**src/rtl/pcw_pkg.sv**
```systemverilog
package pcw_pkg;

    localparam int BYTE_W     = 8;
    localparam int PC_W_DEF   = 21;
    localparam int MID_LSB    = 8;
    localparam int UP_LSB     = 16;
    localparam int WORD_BYTES = 2;

    typedef enum logic [1:0] {
        SRC_HOLD = 2'd0,
        SRC_JUMP = 2'd1,
        SRC_LOWR = 2'd2,
        SRC_SEQ  = 2'd3
    } pc_src_e;

    typedef struct packed {
        logic jmp;
        logic lowr;
        logic inc;
    } pc_req_t;

    function automatic pc_src_e pick_src(input pc_req_t req);
        if (req.jmp)       return SRC_JUMP;
        else if (req.lowr) return SRC_LOWR;
        else if (req.inc)  return SRC_SEQ;
        else               return SRC_HOLD;
    endfunction

endpackage

```
**src/rtl/pcw_latches.sv**
```systemverilog
module pcw_latches
    import pcw_pkg::*;
#(
    parameter int MID_W = 8,
    parameter int UP_W  = 5
) (
    input  logic             clk,
    input  logic             rst,
    input  logic             mid_wr,
    input  logic             up_wr,
    input  logic [BYTE_W-1:0] wdata,
    input  logic             cap,
    input  logic [MID_W-1:0] cap_mid,
    input  logic [UP_W-1:0]  cap_up,
    output logic [MID_W-1:0] mid_q,
    output logic [UP_W-1:0]  up_q
);

    always_ff @(posedge clk) begin
        if (rst) begin
            mid_q <= '0;
            up_q  <= '0;
        end else begin
            if (mid_wr)
                mid_q <= wdata[MID_W-1:0];
            else if (cap)
                mid_q <= cap_mid;

            if (up_wr)
                up_q <= wdata[UP_W-1:0];
            else if (cap)
                up_q <= cap_up;
        end
    end

endmodule

```
**src/rtl/pcw_next.sv**
```systemverilog
module pcw_next
    import pcw_pkg::*;
#(
    parameter int PC_W = 21
) (
    input  logic [PC_W-1:0]       pc_q,
    input  pc_req_t               req,
    input  logic [PC_W-1:0]       jmp_tgt,
    input  logic [BYTE_W-1:0]     lo_wdata,
    input  logic [MID_LSB-1+BYTE_W-MID_LSB+MID_LSB-MID_LSB:0] mid_q,
    input  logic [PC_W-UP_LSB-1:0] up_q,
    output pc_src_e               src,
    output logic [PC_W-1:0]       pc_d
);

    localparam logic [PC_W-1:0] STEP = PC_W'(WORD_BYTES);

    logic [PC_W-1:0] seq_addr;
    logic [PC_W-1:0] jmp_addr;
    logic [PC_W-1:0] lowr_addr;

    always_comb begin
        seq_addr  = pc_q + STEP;
        jmp_addr  = {jmp_tgt[PC_W-1:1], 1'b0};
        lowr_addr = {up_q, mid_q, lo_wdata[BYTE_W-1:1], 1'b0};
        src       = pick_src(req);
        unique case (src)
            SRC_JUMP: pc_d = jmp_addr;
            SRC_LOWR: pc_d = lowr_addr;
            SRC_SEQ:  pc_d = seq_addr;
            default:  pc_d = pc_q;
        endcase
    end

endmodule

```
**src/rtl/pcw_top.sv**
```systemverilog
module pcw_top
    import pcw_pkg::*;
#(
    parameter int PC_W = PC_W_DEF
) (
    input  logic              clk,
    input  logic              rst,
    input  logic              inc_en,
    input  logic              jmp_ld,
    input  logic [PC_W-1:0]   jmp_tgt,
    input  logic              lo_wr,
    input  logic              lo_rd,
    input  logic [BYTE_W-1:0] lo_wdata,
    input  logic              mid_latch_wr,
    input  logic              up_latch_wr,
    input  logic [BYTE_W-1:0] latch_wdata,
    output logic [PC_W-1:0]   pc_out,
    output logic [BYTE_W-1:0] lo_rdata
);

    localparam int MID_W = UP_LSB - MID_LSB;
    localparam int UP_W  = PC_W - UP_LSB;

    logic [PC_W-1:0]  pc_q;
    logic [PC_W-1:0]  pc_d;
    logic [MID_W-1:0] mid_q;
    logic [UP_W-1:0]  up_q;
    pc_req_t          req;
    pc_src_e          src;

    assign req = '{jmp: jmp_ld, lowr: lo_wr, inc: inc_en};

    pcw_latches #(.MID_W(MID_W), .UP_W(UP_W)) u_latches (
        .clk     (clk),
        .rst     (rst),
        .mid_wr  (mid_latch_wr),
        .up_wr   (up_latch_wr),
        .wdata   (latch_wdata),
        .cap     (lo_rd),
        .cap_mid (pc_q[UP_LSB-1:MID_LSB]),
        .cap_up  (pc_q[PC_W-1:UP_LSB]),
        .mid_q   (mid_q),
        .up_q    (up_q)
    );

    pcw_next #(.PC_W(PC_W)) u_next (
        .pc_q     (pc_q),
        .req      (req),
        .jmp_tgt  (jmp_tgt),
        .lo_wdata (lo_wdata),
        .mid_q    (mid_q),
        .up_q     (up_q),
        .src      (src),
        .pc_d     (pc_d)
    );

    always_ff @(posedge clk) begin
        if (rst) pc_q <= '0;
        else     pc_q <= pc_d;
    end

    assign pc_out   = pc_q;
    assign lo_rdata = pc_q[BYTE_W-1:0];

endmodule

```
**config.mk**
```make
export PLATFORM = sky130hd
export DESIGN_NAME = pcw_top
export DESIGN_NICKNAME = d
export VERILOG_FILES = /design/src/rtl/pcw_pkg.sv /design/src/rtl/pcw_latches.sv /design/src/rtl/pcw_next.sv /design/src/rtl/pcw_top.sv
export SDC_FILE = /design/constraint.sdc
export NUM_CORES = 1
export LEC_CHECK = 0
export CORE_ASPECT_RATIO = 1.25
export CORE_MARGIN = 3
export CORE_UTILIZATION = 45
export DETAILED_ROUTE_END_ITERATION = 10
export PLACE_DENSITY = 0.8
export REMOVE_ABC_BUFFERS = 1
export SYNTH_ARGS = -nofsm -noshare
export SYNTH_HDL_FRONTEND = slang
export SYNTH_SLANG_ARGS = --single-unit
```
**constraint.sdc**
```tcl
create_clock -name clk -period 2.2 [get_ports clk]
set_clock_uncertainty 0.1 [all_clocks]
set_input_delay 0.22 -clock clk [delete_from_list [all_inputs] [get_ports clk]]
set_output_delay 0.22 -clock clk [all_outputs]
set_load 0.01 [all_outputs]
```
# --- Yosys cells after proc, flatten, opt, wreduce, memory -nomap -nowiden ---
# Index checks and enable logic that the tools add are counted.
op_classes:
  eq_ne: 3
  add_sub_neg: 1
  n_reduce_logical: 3
  n_mux: 8
ops:
  columns: ["cell", "n"]
  rows:
  - ["21-bit case mux with 3 select lines", 1]
  - ["21-bit by 2-bit adder with 21-bit output (second input constant)", 1]
  - ["8-bit 2-to-1 mux", 2]
  - ["5-bit 2-to-1 mux", 2]
  - ["2-bit 2-to-1 mux", 3]
  - ["2-bit equality test (second input constant)", 2]
  - ["2-bit nonzero test", 2]
  - ["3-bit nonzero test", 1]
  - ["2-bit by 1-bit equality test with 1-bit output (second input constant)", 1]
totals:
  regBits: 34
  word_cells: 18
  in_bits: 45

# --- Longest topological paths before layout ---
# Gate-level depths: netlist of the first run.
depth:
  word_depth: 5
  depth_mapped: 8

# --- Hierarchy ---
# From an unflattened synthesis of the first run, not the netlist that was laid out.
unflattened:
  hier_cells: 294
  area_unflattened_um2: 2396.0
modules_own_cells:
  columns: ["mod", "area_per_inst_um2", "seq_area_each_um2", "instances", "cells_per_inst"]
  rows:
  - ["pcw_next", 1099.8, 0.0, 1, 185]
  - ["pcw_top", 684.4, 420.4, 1, 52]
  - ["pcw_latches", 611.8, 260.2, 1, 57]

# --- Worst setup path after synthesis of the first run ---
# Ideal clock, no wire load.
synth_timing:
  path_kind: "reg-to-reg"
  startpoint: "register pc_q[7] (netlist: pc_out[7])"
  endpoint: "register pc_q[18] (netlist: pc_out[18])"
  required_ns: 1.969
  arrival_ns: 1.442
  n_path_buf: 0
  slack_ns: 0.527
  setup_ns: 0.131
  stages_incl_launch_ff: 6
  cell_sequence: "dfxtp_1 -> nand4_2 -> nor4_2 -> and3_1 -> mux2i_1 -> o31ai_1"
synth_between:
  elab_chain_cells: 2
synth_rtl:
  columns: ["element", "line_no", "text"]
  rows:
  - ["start, declared", "pcw_top.sv:24", "logic [PC_W-1:0] pc_q;"]
  - ["start signal, assigned", "pcw_top.sv:59", "else pc_q <= pc_d;"]
  - ["21-bit by 2-bit adder with 21-bit output", "pcw_next.sv:23", "seq_addr = pc_q + STEP;"]
  - ["21-bit case mux with 3 select lines", "pcw_next.sv:27", "unique case (src)"]
# Every way passes these cells.
# A chain may end at the register's enable or synchronous reset.

# --- Final worst setup path of the first run ---
layout_timing:
  startpoint: "register pc_q[1] (netlist: pc_out[1])"
  endpoint: "register pc_q[17] (netlist: pc_out[17])"
# Same word-level chain as after synthesis.

==> metrics.md, run 1 <==
| Metric | Value |
|---|---|
| Aggregate global-route resource usage | `about a fifth` |
| Layout cells sized above 1 | `between 10% and 20%` |
| Maximum number of pins on one net before global-route repair | `28` |
| Antenna cell count | `0` |
| Crit-path max FO | `8` |
| Startpoint of the worst-slack reg-to-reg timing path | `pc_out[1]$_SDFFE_PP0P_` |
| Total of hold buffers inserted after clock tree synthesis | `0` |
| Result of the run | `complete, no violations` |
| Type of origin of the critical path | `flip-flop` |
| Worst max-slew margin expressed relative to the limit | `60.6%` |
| Synthesis warning total | `0` |
| Primary FF master, synth | `dfxtp_1` |
| Gate Count Post-Synth | `300` |
| Longest Clk Path Bufs | `2` |
| Part of the cycle the worst path needs | `between 80% and 90%` |
| Die width | `~70 um` |
| Maximum clock frequency | `roughly 0.54 GHz` |
| Sinks on the clock net | `33` |
| Detailed-route vias per instance | `roughly 5.7` |
| Gpl congestion | `0.862` |
| Destination of the critical timing path | `pc_out[17]$_SDFFE_PP0P_` |
| Hold Path Class | `in -> reg` |
| Top Ports | `74` |
| Worst r2r path cells | `5` |
| Via count | `~2400` |
| Detailed-router iteration count before antenna repair | `5` |
| Count of endpoints failing hold in the final timing report | `0` |
| Final instance count without filler cells | `420` |
| CTS clk-pin slew, worst paths | `about 0.07 ns` |
| Number of routed nets with antenna violations | `0` |
| Leakage Power | `1.22 nW` |
| Worst skew pair latency | `0.29 ns` |
| Number of distinct library cells after synthesis | `54` |
| Clock tree from TritonCTS | `built` |
| Net count, final | `just over 400` |
| Max capacitance violation total | `0` |
| Total negative slack for setup checks | `0 ns` |
| H-tree level count | `2` |
| DRT Wirelength | `6390 um` |
| Area overhead of the layout relative to synthesis | `33.6%` |
| Number of enable-type register cells in the synthesized netlist | `0` |
| Asr flop ratio synth | `0%` |
| Initial antenna violation count | `0` |
| Area of the mapped netlist | `about 0.0023 mm^2` |
| Count of unresolved DRC violations after routing | `0` |
| Mean cell area of the mapped netlist | `~7.7 um^2` |
| Initial Utilization | `between 40% and 50%` |
| Area of the core | `0.00483 mm^2` |
| Total count of max-transition violations in the final report | `0` |
| Instance count after placement with tap cells included | `413` |
| VDD IR max | `between 400 and 500 uV` |
| Total Power | `approximately 1.6 mW` |
| Die Area | `approximately 0.0060 mm^2` |
| Seq cells post-synth | `33` |
| Most Crowded Layer GR | `met2` |
| Pin slew with the least headroom to its limit | `~0.59 ns` |
| First-pass GRT wire length | `between 10000 and 15000 um` |
| Detailed placement HPWL | `~4700 um` |
| IO Port Bufs | `between 60 and 70` |
| Mean routed wirelength per cell | `around 15 um` |
| PostCTS Resize Cnt | `0` |
| Met1 track utilization from global routing | `between 20 and 30%` |
| Met3 usage in global routing | `~4.5%` |
| Reg-to-reg critical path endpoint | `pc_out[17]$_SDFFE_PP0P_` |
| Power Density | `516 mW/mm^2` |
| Fraction of met2 tracks used by global routing | `approximately 37%` |
| Clock tree root driver cell | `clkbuf_8` |
| Crit path time final | `1.87 ns` |
| Launch point of the worst path | `pc_out[1]$_SDFFE_PP0P_` |
| 1st-iter DRT viols | `slightly above 80` |
| Sequential element share of the synthesized area | `approximately 29%` |
| Setup repair after global routing missed its margin | `no` |
| Vert. Die Dim | `roughly 86 um` |
| Arrival time worst endpoint | `between 1.5 and 2 ns` |
| CP endpoint kind | `flip-flop` |
| Category of the critical setup timing path | `reg -> reg` |
| Data required time of the critical path | `~2.3 ns` |
| Final core utilization | `around 64%` |
| Number of global-route vias before repair | `approximately 2200` |
| Num rows | `28` |
| Reg-to-reg setup timing slack | `~0.33 ns` |
| Setup-failing EPs final | `0` |
| Total CTS buffers | `5` |
| Global route overflow | `0` |
| Post-CTS repair timing setup buffer count | `0` |
==> through the flow <==
step / cell area [um^2] / setup slack (ns) / hold slack, ns
6_report: 3070 / 0.333 / 0.269
5_1_grt: 3070 / 0.193 / 0.303
4_1_cts: 3070 / 0.357 / 0.266
3_5_place_dp: 2990 / 0.206 / 0.427
3_3_place_gp: 2990 / 0.220 / 0.429
2_1_floorplan: 2120 / 0.472 / 0.189
==> Yosys cell counts (all sizes together), types with 2 or more instances <==
cell type   n  area (um^2)
a21o        2         16.3
a21oi      36          180
a221oi      4         35.0
a31oi       2         12.5
and3        7         45.1
buf        24          165
clkbuf      6         22.5
dfxtp      33          661
inv         9         33.8
mux2i      15          150
nand2      22         85.1
nand3       8         45.0
nand4       4         37.5
nor2       49          184
nor2b       9         63.8
nor3       15         80.1
nor4        6         71.3
o211a       2         20.0
o21a        2         15.0
o21ai      12         60.1
o21bai      2         15.0
o221a       2         22.5
o31ai      11          134
xnor2       3         26.3
xor2        2         17.5
==> layout by cell type (no fill, tap or decap), drive strengths merged, types with 2 or more instances in the layout <==
master / instances
clkdlybuf4s50: 68
nor2: 49
a21oi: 36
dfxtp: 33
nand2: 22
mux2i: 15
nor3: 15
buf: 14
o21ai: 12
o31ai: 11
inv: 9
nor2b: 9
nand3: 8
and3: 7
clkbuf: 7
nor4: 6
a221oi: 4
nand4: 4
xnor2: 3
xor2: 2
a31oi: 2
o221a: 2
o211a: 2
o21bai: 2
o21a: 2
conb: 2
a21o: 2
==> where the power goes <==
group / internal, mW / leakage, nW / total [mW] / switching (mW)
Clock: 0.248 / 0.0443 / 0.477 / 0.229
Sequential: 0.637 / 0.272 / 0.687 / 0.0493
Combinational: 0.230 / 0.908 / 0.423 / 0.193
Total: 1.12 / 1.22 / 1.59 / 0.471
==> registers in the layout, summed over array words and instances (netlist names) <==
| name | count |
|---|---|
| pc_out | 20 |
| u_latches.up_q | 5 |
| u_latches.mid_q | 8 |
==> how the worst min path moves through the flow <==
stage                                  from                       to  slack [ns]  depth (start not counted)
finish                               jmp_ld   pc_out[1]$_SDFFE_PP0P_        0.27                          3
global route                         jmp_ld   pc_out[1]$_SDFFE_PP0P_        0.30                          3
CTS                                  jmp_ld   pc_out[1]$_SDFFE_PP0P_        0.27                          3
detailed placement  pc_out[14]$_SDFFE_PP0P_  pc_out[14]$_SDFFE_PP0P_        0.43                          2
global placement    pc_out[10]$_SDFFE_PP0P_  pc_out[10]$_SDFFE_PP0P_        0.43                          2
floorplan                               rst  pc_out[15]$_SDFFE_PP0P_        0.19                          1
==> cell families (layout without fill, tap and decap cells) <==
logic type	Yosys count	after routing	synth area share [%]
AND/OR/NAND/NOR	125	125	28.2
AO/OA/AOI/OAI	81	81	24.3
buffers and inverters	39	98	9.63
flip-flops	33	33	28.7
multiplexers	15	15	6.53
XOR/XNOR	5	5	1.90
adder cells (fa/ha/maj)	1	1	0.544
other	1	2	0.163
==> layout make-up <==
| type | instances | area, um^2 |
|---|---|---|
| fill | 465 | 1760 |
| tap | 60 | 75.1 |
| sequential | 33 | 661 |
| clock buffer | 7 | 86.3 |
| timing repair buffer | 82 | 796 |
| inverter | 9 | 33.8 |
| multi-input combinational | 229 | 1420 |
==> routing by layer <==
| layer | share of wire [%] | wire length [um] |
|---|---|---|
| met3 | 5.1 | 325 |
| met1 | 43 | 2770 |
| met4 | 1.9 | 124 |
| met5 | 0 | 0 |
| met2 | 50 | 3160 |
==> worst max-delay path, stage by stage (launching register included) <==
cell	delay (ns)
dfxtp_1	0.48
ha_1	0.36
and3_1	0.37
nand4_1	0.18
xor2_1	0.17
o32ai_1	0.08
(Power assumes the default switching activity.)
==> run 2, diff against run 1 <==
- CORE_UTILIZATION: 45 -> 42
- PLACE_DENSITY: 0.8 -> 0.79
- clock period: 2.2 -> 1.55 ns (I/O delays scaled with it)
==> metrics.md, run 2 (synthesis gave the netlist of run 1 again) <==
| Metric | Value |
|---|---|
| DRT Wirelength | `8120 um (was 6390 um)` |
| Number of routed nets with antenna violations | `0 (unchanged)` |
| Met1 track utilization from global routing | `26.2% (was 25.5%)` |
| Max capacitance violation total | `0 (unchanged)` |
| Global route overflow | `0 (unchanged)` |
| Worst skew pair latency | `0.29 ns (about the same)` |
| Power Density | `645 mW/mm^2 (was 516 mW/mm^2)` |
| Detailed-route vias per instance | `5.65 (was 5.72)` |
| Post-route setup slack | `-0.0228 ns (was 0.333 ns)` |
| Detailed placement HPWL | `5620 um (was 4690 um)` |
| H-tree level count | `2 (unchanged)` |
| IO Port Bufs | `69 (unchanged)` |
| Part of the cycle the worst path needs | `101% (was 84.8%)` |
| Met3 usage in global routing | `4.43% (was 4.45%)` |
| Count of unresolved DRC violations after routing | `0 (unchanged)` |
| Fraction of met2 tracks used by global routing | `44.0% (was 36.9%)` |
| Total CTS buffers | `5 (unchanged)` |
| Gpl congestion | `0.965 (was 0.862)` |
| Worst r2r path cells | `6 (was 5)` |
| Sinks on the clock net | `33 (unchanged)` |
| Most Crowded Layer GR | `met2 (unchanged)` |
| Antenna cell count | `0 (unchanged)` |
| Layout cells sized above 1 | `30.8% (was 11.7%)` |
| Total negative slack for setup checks | `-0.0228 ns (was 0 ns)` |
| Final worst hold slack | `0.322 ns (was 0.269 ns)` |
| Crit path time final | `1.57 ns (was 1.87 ns)` |
| 1st-iter DRT viols | `240 (was 82)` |
| Data required time of the critical path | `1.63 ns (was 2.27 ns)` |
| Detailed-router iteration count before antenna repair | `4 (was 5)` |
| CTS clk-pin slew, worst paths | `0.07 ns (about the same)` |
| CP endpoint kind | `flip-flop (unchanged)` |
| Highest-count cells in the layout ignoring fill and taps | `58 x buf_4, 48 x nor2_1, 42 x clkdlybuf4s50_1 (was 68 x clkdlybuf4s50_1, 49 x nor2_1, 36 x a21oi_1)` |
| Setup-failing EPs final | `1 (was 0)` |
| WHS Path Cells | `3 (unchanged)` |
| Final core utilization | `71.6% (was 63.6%)` |
| Initial Utilization | `44.3% (was 47.6%)` |
| Number of global-route vias before repair | `2571 (was 2218)` |
| Initial antenna violation count | `0 (unchanged)` |
| Clock tree from TritonCTS | `built (unchanged)` |
| Longest Clk Path Bufs | `2 (unchanged)` |
| Die width | `72.2 um (was 69.9 um)` |
| Via count | `2700 (was 2402)` |
| Arrival time worst endpoint | `1.65 ns (was 1.94 ns)` |
| Clock tree root driver cell | `clkbuf_8 (unchanged)` |
| Most common cell after layout, fill and taps aside | `buf_4 (was clkdlybuf4s50_1)` |
| Maximum number of pins on one net before global-route repair | `21 (was 28)` |
| Net count, final | `462 (was 406)` |
| Hold Path Class | `in -> reg (unchanged)` |
| Category of the critical setup timing path | `reg -> reg (unchanged)` |
| Die Area | `0.00640 mm^2 (was 0.00601 mm^2)` |
| Total count of max-transition violations in the final report | `0 (unchanged)` |
| Leakage Power | `1.78 nW (was 1.22 nW)` |
| Top Ports | `74 (unchanged)` |
| Num rows | `29 (was 28)` |
| Largest register FFs | `20 (unchanged)` |
| Vert. Die Dim | `88.7 um (was 85.9 um)` |
| First-pass GRT wire length | `12000 um (was 10500 um)` |
| Result of the run | `complete, but fails checks (was complete, no violations)` |
| VDD IR max | `433 uV (was 466 uV)` |
| Count of endpoints failing hold in the final timing report | `0 (unchanged)` |
| Violated checks | `setup timing` |
| Total of hold buffers inserted after clock tree synthesis | `0 (unchanged)` |
| Aggregate global-route resource usage | `23.9% (was 21.2%)` |
| Area of the core | `0.00519 mm^2 (was 0.00483 mm^2)` |
| Maximum clock frequency | `0.636 GHz (was 0.536 GHz)` |
| Setup repair after global routing missed its margin | `yes (was no)` |
| Area overhead of the layout relative to synthesis | `61.6% (was 33.6%)` |
| Crit-path max FO | `4 (was 8)` |
| Type of origin of the critical path | `flip-flop (unchanged)` |
| Mean routed wirelength per cell | `17.0 um (was 15.2 um)` |
## run 2: changes by cell type in the layout (fill, tap and decap cells not counted), sizes merged
cell	before	now
dlygate4sd2	0	15
clkdlybuf4s15	0	2
clkdlybuf4s50	68	42
buf	14	70
dlymetal6s2s	0	9
## run 2: cell type report
class | instances | area [um^2]
inverter | 9 | 33.8
sequential | 33 | 691
multi-input combinational | 229 | 1560
tap | 62 | 77.6
fill | 408 | 1470
clock buffer | 7 | 86.3
timing repair buffer | 138 | 1270
## run 2: final timing paths
path                                 from                      end  slack, ns
setup / recovery   pc_out[3]$_SDFFE_PP0P_  pc_out[14]$_SDFFE_PP0P_      -0.02
hold / removal                jmp_tgt[15]  pc_out[15]$_SDFFE_PP0P_       0.32
setup reg to reg   pc_out[3]$_SDFFE_PP0P_  pc_out[14]$_SDFFE_PP0P_      -0.02
hold reg to reg   pc_out[18]$_SDFFE_PP0P_  pc_out[18]$_SDFFE_PP0P_       0.46
## run 2: critical path: stages, from the launching register on
cell,delay [ns]
dfxtp_4,0.37
nand4_4,0.14
buf_6,0.17
nor4_4,0.33
a21oi_2,0.11
o21ai_2,0.18
a21oi_2,0.05
## run 2: what timing repair did
action                     CTS  global route
gates cloned                 0             1
gates resized for setup     38            46
setup endpoints to repair   37            21
setup buffers                0             7
pin swaps                    0            18
## run 2: metrics by stage
stage          cells  cell area (um^2)  power, mW  setup WS [ns]
2_1_floorplan    271              2120       1.24         -0.178
3_3_place_gp     463              3370       1.68         -0.314
3_5_place_dp     463              3370       1.70         -0.354
4_1_cts          470              3490       2.35       -0.00316
5_1_grt          478              3720       2.51        -0.0809
6_report         478              3720       2.40        -0.0228
## run 2: where the power goes
part	internal, mW	leakage (nW)	switching [mW]
Combinational	0.409	1.45	0.358
Clock	0.352	0.0443	0.317
Sequential	0.907	0.279	0.0548
## run 2: routing by layer
metal,routed length [um],vias to the layer above
met2,4320,97
met3,446,26
li1,-,1291
met1,3050,1286
met4,302,0
met5,0,-
==> run 3, diff against run 2 <==
- GPL_TIMING_DRIVEN: unset -> 0
- SETUP_SLACK_MARGIN: unset -> 0.02
- TNS_END_PERCENT: unset -> 10
==> metrics.md, run 3 (synthesis gave the netlist of run 1 again) <==
| Metric | Value |
|---|---|
| Aggregate global-route resource usage | `20.6% (was 23.9%)` |
| CP endpoint kind | `flip-flop (unchanged)` |
| Post-layout instance area | `0.00317 mm^2 (was 0.00372 mm^2)` |
| Final worst hold slack | `0.251 ns (was 0.322 ns)` |
| Num rows | `29 (unchanged)` |
| Die Area | `0.00640 mm^2 (unchanged)` |
| CTS clk-pin slew, worst paths | `0.07 ns (about the same)` |
| Highest-count cells in the layout ignoring fill and taps | `49 x nor2_1, 48 x clkdlybuf4s50_1, 36 x a21oi_1 (was 58 x buf_4, 48 x nor2_1, 42 x clkdlybuf4s50_1)` |
| Power Density | `723 mW/mm^2 (was 645 mW/mm^2)` |
| Met1 track utilization from global routing | `23.4% (was 26.2%)` |
| Clock tree from TritonCTS | `built (unchanged)` |
| Data required time of the critical path | `1.60 ns (was 1.63 ns)` |
| Maximum clock frequency | `0.614 GHz (was 0.636 GHz)` |
| Most Crowded Layer GR | `met2 (unchanged)` |
| Minimum setup slack after placement | `-1.08 ns (was -0.354 ns)` |
| VDD IR max | `566 uV (was 433 uV)` |
| Via count | `2428 (was 2700)` |
| Die width | `72.2 um (unchanged)` |
| Number of routed nets with antenna violations | `0 (unchanged)` |
| Mean routed wirelength per cell | `15.7 um (was 17.0 um)` |
| Area of the core | `0.00519 mm^2 (unchanged)` |
| Worst path slowest cell | `dfxtp_4 (unchanged)` |
| Sinks on the clock net | `33 (unchanged)` |
| Largest register FFs | `20 (unchanged)` |
| Total CTS buffers | `5 (unchanged)` |
| Setup-failing EPs final | `3 (was 1)` |
| Met3 usage in global routing | `3.86% (was 4.43%)` |
| Fraction of met2 tracks used by global routing | `37.8% (was 44.0%)` |
| Detailed-router iteration count before antenna repair | `4 (unchanged)` |
| Delay of the slowest cell on the worst path | `0.40 ns (was 0.37 ns)` |
| Count of endpoints failing hold in the final timing report | `0 (unchanged)` |
| Antenna cell count | `0 (unchanged)` |
| Hold Path Class | `in -> reg (unchanged)` |
| Initial antenna violation count | `0 (unchanged)` |
| Net count, final | `398 (was 462)` |
| Maximum number of pins on one net before global-route repair | `46 (was 21)` |
| Part of the cycle the worst path needs | `105% (was 101%)` |
| Worst skew pair latency | `0.29 ns (about the same)` |
| 1st-iter DRT viols | `149 (was 240)` |
| Top Ports | `74 (unchanged)` |
| Most common cell after layout, fill and taps aside | `nor2_1 (was buf_4)` |
| Crit-path max FO | `7 (was 4)` |
| Initial Utilization | `44.3% (unchanged)` |
| Violated checks | `setup timing (unchanged)` |
| Count of unresolved DRC violations after routing | `0 (unchanged)` |
| Category of the critical setup timing path | `reg -> reg (unchanged)` |
| Arrival time worst endpoint | `1.68 ns (was 1.65 ns)` |
| Longest Clk Path Bufs | `2 (unchanged)` |
| Area overhead of the layout relative to synthesis | `37.8% (was 61.6%)` |
| IO Port Bufs | `69 (unchanged)` |
| Type of origin of the critical path | `flip-flop (unchanged)` |
| Setup repair after global routing missed its margin | `yes (unchanged)` |
| Pin slew with the least headroom to its limit | `between 0.8 and 0.9 ns` |
| Total count of max-transition violations in the final report | `0 (unchanged)` |
| Post-route setup slack | `-0.0797 ns (was -0.0228 ns)` |
| Critical path, cell by cell | `nand4_4 > nor4_4 > and3_4 > mux2i_2 > o31ai_1 (was nand4_4 > buf_6 > nor4_4 > a21oi_2 > o21ai_2 > a21oi_2)` |
| Max capacitance violation total | `0 (unchanged)` |
| Layout cells sized above 1 | `18.7% (was 30.8%)` |
| Result of the run | `complete, but fails checks (unchanged)` |
| Gpl congestion | `0.860 (was 0.965)` |
| Worst max-slew margin expressed relative to the limit | `43.6%` |
| Number of global-route vias before repair | `2325 (was 2571)` |
| Total negative slack for setup checks | `-0.107 ns (was -0.0228 ns)` |
| Detailed placement HPWL | `4460 um (was 5620 um)` |
| Vert. Die Dim | `88.7 um (unchanged)` |
| DRT Wirelength | `6520 um (was 8120 um)` |
| Cell area after placement | `0.00288 mm^2 (was 0.00337 mm^2)` |
| H-tree level count | `2 (unchanged)` |
| First-pass GRT wire length | `10600 um (was 12000 um)` |
| Global route overflow | `0 (unchanged)` |
| Fill cell instance count of the final layout | `464 (was 408)` |
| Detailed-route vias per instance | `5.85 (was 5.65)` |
| Crit path time final | `1.63 ns (was 1.57 ns)` |
| Clock tree root driver cell | `clkbuf_8 (unchanged)` |
| Leakage Power | `1.49 nW (was 1.78 nW)` |
## run 3: changes by cell type in the layout (fill, tap and decap cells not counted), moves of 4 or more
cell | before | now
buf_4 | 58 | 6
buf_6 | 7 | 0
clkdlybuf4s50_1 | 42 | 48
dfxtp_1 | 19 | 15
dlygate4sd2_1 | 15 | 2
dlymetal6s2s_1 | 9 | 16
o21ai_0 | 4 | 8
## run 3: area by class of cell
type	count	area [um^2]	share of cell area, %
clock inverter	1	5.00	0.158
inverter	9	33.8	1.07
timing repair buffer	74	758	23.9
multi-input combinational	229	1500	47.3
clock buffer	7	96.3	3.04
tap	62	77.6	2.45
sequential	33	698	22.0
## run 3: routing by layer
layer	part of all wire, %	vias up
met4	2.2	0
met1	41	1153
met3	6.4	14
met5	0	-
met2	51	99
li1	-	1162
## run 3: worst max-delay path, delay by kind of cell, from the launching register on
kind | cells | cell delay [ns]
AO/OA/AOI/OAI | 1 | 0.09
flip-flops | 1 | 0.40
AND/OR/NAND/NOR | 3 | 0.67
multiplexers | 1 | 0.23
## run 3: power breakdown
group | internal [mW] | switching [mW] | total [mW] | leakage [nW]
Clock | 0.401 | 0.324 | 0.725 | 0.0542
Combinational | 0.306 | 0.264 | 0.569 | 1.15
Sequential | 0.908 | 0.0866 | 0.995 | 0.280
## run 3: final timing paths
| kind | startpoint | end | slack, ns | cells past startpoint |
|---|---|---|---|---|
| hold / removal | jmp_ld | pc_out[15]$_SDFFE_PP0P_ | 0.25 | 3 |
| setup reg to reg | pc_out[3]$_SDFFE_PP0P_ | pc_out[18]$_SDFFE_PP0P_ | -0.08 | 5 |
| setup / recovery | pc_out[3]$_SDFFE_PP0P_ | pc_out[18]$_SDFFE_PP0P_ | -0.08 | 5 |
| hold reg to reg | pc_out[14]$_SDFFE_PP0P_ | pc_out[14]$_SDFFE_PP0P_ | 0.42 | 2 |
## run 3: timing repair
action / CTS / global route
endpoints found under the setup margin: 57 / 35
buffers inserted: 3 / 2
gates resized for setup: 37 / 31
hold buffers: 0 / 0
pin swaps: 1 / 2
## run 3: through the flow
stage                     cells  utilization (%)  total power, mW
after floorplan             271                -             1.24
after detailed placement    402             55.5             1.56
after global placement      402             55.6             1.55
after global routing        415             61.1             2.40
after CTS                   413             59.4             2.31
final                       415             61.1             2.29
